==> src/rtl/exc_redirect_pkg.sv <==
package exc_redirect_pkg;
  localparam logic SEL_BASE = 1'b0;
  localparam logic SEL_EXC  = 1'b1;

  typedef struct packed {
    logic takeExc;   // load handler target and restart address
    logic isTrap;    // restart address skips the instruction
    logic takeRet;   // load restart address into fetch
    logic wrBase;    // accepted write to handler base
    logic wrExc;     // accepted write to restart address
  } dpCtl_t;
endpackage

==> src/rtl/exc_redirect_ctrl.sv <==
module exc_redirect_ctrl
  import exc_redirect_pkg::*;
(
  input  logic   clk,
  input  logic   rstN,
  input  logic   excValid,
  input  logic   excIsTrap,
  input  logic   retReq,
  input  logic   regWrEn,
  input  logic   regWrSel,
  input  logic   savedMode,
  output dpCtl_t ctl,
  output logic   privMode
);
  logic modeQ;

  always_comb begin
    ctl.takeExc = excValid;
    ctl.isTrap  = excIsTrap;
    ctl.takeRet = retReq && !excValid;
    ctl.wrBase  = regWrEn && modeQ && (regWrSel == SEL_BASE);
    ctl.wrExc   = regWrEn && modeQ && (regWrSel == SEL_EXC) && !excValid;
  end

  always_ff @(posedge clk) begin
    if (!rstN)            modeQ <= 1'b1;
    else if (ctl.takeExc) modeQ <= 1'b1;
    else if (ctl.takeRet) modeQ <= savedMode;
  end

  assign privMode = modeQ;
endmodule

==> src/rtl/exc_redirect_dp.sv <==
module exc_redirect_dp
  import exc_redirect_pkg::*;
#(
  parameter int PC_W = 32,
  parameter int VEC_W = 12,
  parameter logic [PC_W-1:0] RESET_BASE = '0
) (
  input  logic            clk,
  input  logic            rstN,
  input  dpCtl_t          ctl,
  input  logic [PC_W-1:0] curPc,
  input  logic [VEC_W-1:0] vecOffset,
  input  logic [PC_W-1:0] regWrData,
  output logic            redirValid,
  output logic [PC_W-1:0] nextPc,
  output logic [PC_W-1:0] nextNextPc,
  output logic [PC_W-1:0] excAddr,
  output logic [PC_W-1:0] palBase
);
  localparam int PAD_W = PC_W - VEC_W;
  localparam logic [PC_W-1:0] INSN_BYTES = PC_W'(4);
  localparam logic [PC_W-1:0] MODE_BIT   = PC_W'(1);

  logic [PC_W-1:0] baseQ, excQ, pcQ, pc2Q;
  logic            redirQ;
  logic [PC_W-1:0] handlerPc, restartPc, target;

  always_comb begin
    handlerPc = (baseQ + {{PAD_W{1'b0}}, vecOffset}) | MODE_BIT;
    restartPc = ctl.isTrap ? (curPc + INSN_BYTES) : curPc;
    target    = ctl.takeExc ? handlerPc : excQ;
  end

  always_ff @(posedge clk) begin
    if (!rstN) begin
      baseQ  <= RESET_BASE;
      excQ   <= '0;
      pcQ    <= RESET_BASE | MODE_BIT;
      pc2Q   <= (RESET_BASE | MODE_BIT) + INSN_BYTES;
      redirQ <= 1'b0;
    end else begin
      if (ctl.wrBase)       baseQ <= regWrData;
      if (ctl.takeExc)      excQ  <= restartPc;
      else if (ctl.wrExc)   excQ  <= regWrData;
      redirQ <= ctl.takeExc || ctl.takeRet;
      if (ctl.takeExc || ctl.takeRet) begin
        pcQ  <= target;
        pc2Q <= target + INSN_BYTES;
      end
    end
  end

  assign redirValid = redirQ;
  assign nextPc     = pcQ;
  assign nextNextPc = pc2Q;
  assign excAddr    = excQ;
  assign palBase    = baseQ;
endmodule

==> src/rtl/exc_redirect.sv <==
module exc_redirect
  import exc_redirect_pkg::*;
#(
  parameter int PC_W = 32,
  parameter int VEC_W = 12,
  parameter logic [PC_W-1:0] RESET_BASE = '0
) (
  input  logic             clk,
  input  logic             rstN,
  input  logic [PC_W-1:0]  curPc,
  input  logic             excValid,
  input  logic             excIsTrap,
  input  logic [VEC_W-1:0] vecOffset,
  input  logic             retReq,
  input  logic             regWrEn,
  input  logic             regWrSel,
  input  logic [PC_W-1:0]  regWrData,
  output logic             redirValid,
  output logic [PC_W-1:0]  nextPc,
  output logic [PC_W-1:0]  nextNextPc,
  output logic             privMode,
  output logic [PC_W-1:0]  excAddr,
  output logic [PC_W-1:0]  palBase
);
  dpCtl_t ctl;

  exc_redirect_ctrl u_ctrl (
    .clk(clk), .rstN(rstN), .excValid(excValid), .excIsTrap(excIsTrap),
    .retReq(retReq), .regWrEn(regWrEn), .regWrSel(regWrSel),
    .savedMode(excAddr[0]), .ctl(ctl), .privMode(privMode)
  );

  exc_redirect_dp #(.PC_W(PC_W), .VEC_W(VEC_W), .RESET_BASE(RESET_BASE)) u_dp (
    .clk(clk), .rstN(rstN), .ctl(ctl), .curPc(curPc), .vecOffset(vecOffset),
    .regWrData(regWrData), .redirValid(redirValid), .nextPc(nextPc),
    .nextNextPc(nextNextPc), .excAddr(excAddr), .palBase(palBase)
  );
endmodule

==> config.mk <==
export PLATFORM = sky130hd
export DESIGN_NAME = exc_redirect
export DESIGN_NICKNAME = d
export VERILOG_FILES = /design/src/rtl/exc_redirect_pkg.sv /design/src/rtl/exc_redirect_ctrl.sv /design/src/rtl/exc_redirect_dp.sv /design/src/rtl/exc_redirect.sv
export SDC_FILE = /design/constraint.sdc
export NUM_CORES = 1
export LEC_CHECK = 0
export ABC_CLOCK_PERIOD_IN_PS = 8600
export BUFFER_PORTS_ARGS = -buffer_cell sky130_fd_sc_hd__clkbuf_2
export CORE_AREA = 4 4 139 174
export CTS_BUF_LIST = sky130_fd_sc_hd__clkbuf_4
export DETAILED_ROUTE_END_ITERATION = 12
export DIE_AREA = 0 0 143 178
export SLEW_MARGIN = 30
export SYNTH_ARGS = -nofsm -noshare
export SYNTH_HDL_FRONTEND = slang
export SYNTH_SLANG_ARGS = --single-unit
==> constraint.sdc <==
create_clock -name clk -period 8.6 [get_ports clk]
set_input_delay 1.72 -clock clk [delete_from_list [all_inputs] [get_ports clk]]
set_output_delay 1.72 -clock clk [all_outputs]
set_load 0.005 [all_outputs]
Yosys cells after proc, flatten, opt, wreduce, memory -nomap -nowiden
Index checks and enable logic that the tools add are counted.

Register bits after elaboration: 130. Output and inout port bits: 130. Logic and storage cells: 24.

Add/subtract/negate cells: 3. Mux-type cells: 4. Bitwise gates (word level): 2. Reductions and logical operators: 9.

Operators by type and width (number): $mux W32 (4); $add A32 B3 Y32 const B (2); $add A32 B12 Y32 (1); $logic_and A1 B1 Y1 (5); $not A1 Y1 (2); $reduce_bool A2 Y1 (1); $reduce_or A2 Y1 (1); $logic_not A1 Y1 (1); $logic_or A1 B1 Y1 (1).

Depth between registers and ports, before layout
Depth in word-level cells: 5. Gate-level depth with buffers: 16. Mapped depth without buffers: 13.

Cells and area by module
From an unflattened synthesis, not the netlist that was laid out.

Cell total of the unflattened synthesis: 930. Area, all modules: 7646.1 um2.

Modules (own cells, without submodules): exc_redirect_dp (instances 1, cells each 921, area an instance 7567.3 um2); exc_redirect_ctrl (instances 1, cells each 9, area an instance 78.8 um2).

Worst setup path before layout
Ideal clock, no wire load.

Path kind: input to register. Start: input excValid. End: register u_dp.pc2Q[30], in the netlist u_dp.nextNextPc[30]. Setup time: 0.116 ns. Arrival: 4.944 ns. Required time: 8.484 ns. Path slack: 3.540 ns. Stages: 15. Buffers on the path: 6. Cells stage by stage: buf_2 buf_2 buf_1 buf_2 clkbuf_1 buf_2 mux2_2 ha_1 inv_1 a211oi_1 o2111ai_1 nor3_1 nand4_1 or4_1 o211a_1.

Elaborated cells on any way between the ends: 5.

RTL lines: start, declared (RTL line exc_redirect.sv:11) `input logic excValid,`; $mux W32 (RTL line exc_redirect_dp.sv:31) `target = ctl.takeExc ? handlerPc : excQ;`; net u_dp.target[2] (RTL line exc_redirect_dp.sv:26) `logic [PC_W-1:0] handlerPc, restartPc, target;`; $add A32 B3 Y32 (RTL line exc_redirect_dp.sv:48) `pc2Q <= target + INSN_BYTES;`; end signal, assigned (RTL line exc_redirect_dp.sv:39) `pc2Q <= (RESET_BASE | MODE_BIT) + INSN_BYTES;`; end signal, assigned (RTL line exc_redirect_dp.sv:48); end, declared (RTL line exc_redirect_dp.sv:24) `logic [PC_W-1:0] baseQ, excQ, pcQ, pc2Q;`.

The timed path passes the listed nets, and every way through them passes these cells. A chain may end at the register's enable or synchronous reset.

Final worst setup path
Start: input excValid. End: register u_dp.pc2Q[14], in the netlist u_dp.nextNextPc[14].

The elaborated chain is that of the path after synthesis.

==> metrics.md <==
| Metric | Value |
|---|---|
| Mapped Area | 7774 µm² |
| Fin crit period | 4.714 ns |
| Vias per Instance | 5.289 |
| Die height | 178 µm |
| Root buffer cell | clkbuf_4 |
| Ranking of synthesized cells by area | dfxtp_1 33%, nand2_1 7.0%, a21oi_1 6.4% |
| FF/Latch Area | 2562 µm² |
| Initial antenna violation count | 1 |
| DRT iter0 DRCs | 454 |
| Crit-path max FO | 85 |
| CTS tree | built |
| Slowest CP cell | buf_4 |
| Post-CTS setup buffer count | 0 |
| All-Layer GR Usage | 19.59% |
| Initial Util | 34.76% |
| Max cap viols | 0 |
| Skew-Pair Late Insertion Delay | 0.54 ns |
| Syn. warnings | 0 |
| Layout net count | 1270 |
| Placeable Area | 22360 µm² |
| TritonRoute pass-1 iters | 6 |
| Half-perimeter wire length after placement | 19750 µm |
| Endpoints failing setup | 0 |
| Outcome | finished clean |
| Layout cells sized above 1 | 24.89% |
| Slew margin rel. | 44.62% |
| Synth unique cells | 78 |
| PD cells | 153.4 nW/µm² |
| Maximum vdd drop | 0.1025 mV |
| CTS resizes | 0 |
| Fin crit share | 54.82% |
| Worst slew pin tran | 0.8307 ns |
| Top_reg_cell synth | dfxtp_1 |
| Port Buf Inserts | 212 |
| Final Max Slew Viols | 0 |
| Hold Crit Class | reg -> reg |
| Critical path class | in -> reg |
| Drt drc | 0 |
| Clk_skew | 0.02406 ns |
| Final Wtd Congestion | 0.8793 |
| Clock Path Buffers | 2 |
| Hold Fails Final Rpt | 0 |
| FP Rows | 61 |
| TritonCTS Sinks | 128 |
| Via count | 7770 |
| Share of the synthesized area in the top cell type | 32.96% |
| Worst Setup Start Kind | input pin |
| Post-route setup TNS | 0 ns |
| Cells along the critical path | buf_4, buf_4, mux2_2, ha_1, inv_1, a211oi_1, o2111ai_1, nor4_1, nand2_1, xnor2_1, a211oi_1 |
| Overflow after GRT | 0 |
| Req. time, crit path | 9.03 ns |
| # IOs | 213 |
| Cts bufs inserted | 17 |
| H-tree depth | 4 |
| Syn Inst Count | 1003 |
| Worst-path clk slew | 0.11 ns |
| Slowest Stage Delay on Critical Path | 0.72 ns |
| Placed instance count | 1437 |
| Detail Route Antenna Nets | 0 |
| Hold Slack | 0.4556 ns |
| Area Growth Syn to Fin | 19.25% |
| Width of the die | 143 µm |
| Mapped Nets | 1100 |
| Max Freq | 212.1 MHz |
| Synth async-reset ratio | 0% |
| Avg WL per Cell | 17.39 µm |
| Cell taking the most area after synthesis | dfxtp_1 |
| Crit path DAT | 5.15 ns |
| Fillers | 2336 |
| Setup crit end kind | register |
| Cell leakage power | 3.917 nW |
| Post-synthesis sequential area ratio | 32.96% |
| Multi-input combinational cell area | 4860 µm² |
| WL final | 25550 µm |
| CTS Hold Buffers Added | 0 |
| Die ar. | 25450 µm² |
| Vias in the first global route | 7309 |
| Fin cells | 1469 |
| Largest net degree at the start of global routing | 86 |
| Post-synthesis average cell area | 7.750 µm² |
| RSZ-0062 raised after global routing | no |
| First-pass GRT wire length | 39520 µm |
| Post-synth EDFFs | 0 |
| FF+latch count, synth | 128 |
[final cells by class]
cell class	instances	share of cell area [%]
multi-input combinational	790	52.42
sequential	128	27.64
timing repair buffer	219	12.04
tap	283	3.820
clock inverter	12	1.809
clock buffer	19	1.539
inverter	17	0.7018
antenna	1	0.02699
[cell usage in the layout, fill, tap and decap left out, types with 11 or more instances in the layout]
cell type  count
a211oi_1      45
a21oi_1      100
and2_1        11
and3_1        12
clkbuf_2     211
clkbuf_4      19
dfxtp_1      128
ha_1          13
inv_1         15
mux2i_1       33
nand2_1      146
nand3_1       40
nand4_1       28
nor2_1       113
nor3_1        21
o21ai_0       23
xnor2_1       33
xor2_1        19
[cells by family (layout without fill, tap and decap cells)]
kind of cell | count (synthesis) | count (layout) | synth area share [%]
flops | 128 | 128 | 32.96
buf+inv | 85 | 267 | 4.652
xor+xnor | 52 | 52 | 5.859
other cells | 0 | 1 | 0
compound gates | 247 | 247 | 21.78
fa+ha+maj | 14 | 14 | 2.350
mux | 42 | 42 | 5.553
simple gates | 435 | 435 | 26.85
[sequential cells by signal (all words and copies together) (netlist names)]
register / flops
u_ctrl.privMode: 1
u_dp.nextPc: 32
u_dp.nextNextPc: 30
u_dp.redirValid: 1
u_dp.excAddr: 32
u_dp.palBase: 32
[final timing paths]
check / start / endpoint / slack (ns) / depth (start not counted)
hold / removal: u_dp.nextNextPc[9] / u_dp.nextNextPc[9] / 0.46 / 2
setup reg to reg: u_dp.palBase[0] / u_dp.nextNextPc[31] / 4.77 / 11
setup / recovery: excValid / u_dp.nextNextPc[14] / 3.89 / 11
hold reg to reg: u_dp.nextNextPc[9] / u_dp.nextNextPc[9] / 0.46 / 2
[power by group]
group          total (mW)  internal (mW)  switching (mW)  leakage (nW)
logic               0.295          0.121           0.175          2.69
registers           0.672          0.633          0.0389          1.05
clock network       0.455          0.233           0.222         0.169
total                1.42          0.987           0.436          3.92
[routing by layer]
layer	vias up	share of wire [%]	global-route usage, %
met5	-	0	0
li1	3945	-	-
met3	40	5.7	3.513
met4	0	3.0	7.964
met1	3539	45	26.32
met2	246	47	31.01
[worst max-delay path, delay by kind of cell]
| family | cells | cell delay [ns] |
|---|---|---|
| buffers and inverters | 3 | 1.05 |
| adder cells (fa/ha/maj) | 1 | 0.18 |
| AO/OA/AOI/OAI | 3 | 0.89 |
| AND/OR/NAND/NOR | 2 | 0.78 |
| multiplexers | 1 | 0.32 |
| XOR/XNOR | 1 | 0.15 |
[synthesized netlist by cell type, types with 4 or more instances]
cell / instances
nand4_1: 28
o21a_1: 6
ha_1: 13
o21ai_0: 23
a211oi_1: 45
o2111ai_1: 7
o211ai_1: 10
a21o_1: 5
xnor2_1: 33
inv_1: 16
nand3b_1: 4
nand2b_1: 8
buf_1: 11
a21oi_1: 100
buf_2: 12
and2_1: 11
nand2_1: 146
clkbuf_1: 38
a31oi_1: 4
nor2b_1: 7
nor3_1: 21
mux2_2: 9
xor2_1: 19
and4_1: 7
dfxtp_1: 128
and3_1: 12
or3_1: 4
nor4_1: 5
or2_2: 8
o211a_1: 5
mux2i_1: 33
nand3_1: 41
buf_4: 5
nor2_1: 115
[through the flow]
stage / worst slack (ns) / power, mW / utilization, % / instance area (µm²)
2_1_floorplan: 3.540 / 0.8563 / - / 7774
3_3_place_gp: 3.432 / 0.9787 / 40.05 / 8957
3_5_place_dp: 3.343 / 0.9814 / 40.05 / 8957
4_1_cts: 3.918 / 1.438 / 41.44 / 9268
5_1_grt: 3.549 / 1.497 / 41.45 / 9270
6_report: 3.886 / 1.422 / 41.45 / 9270
Power figures use the tool's default switching activity.
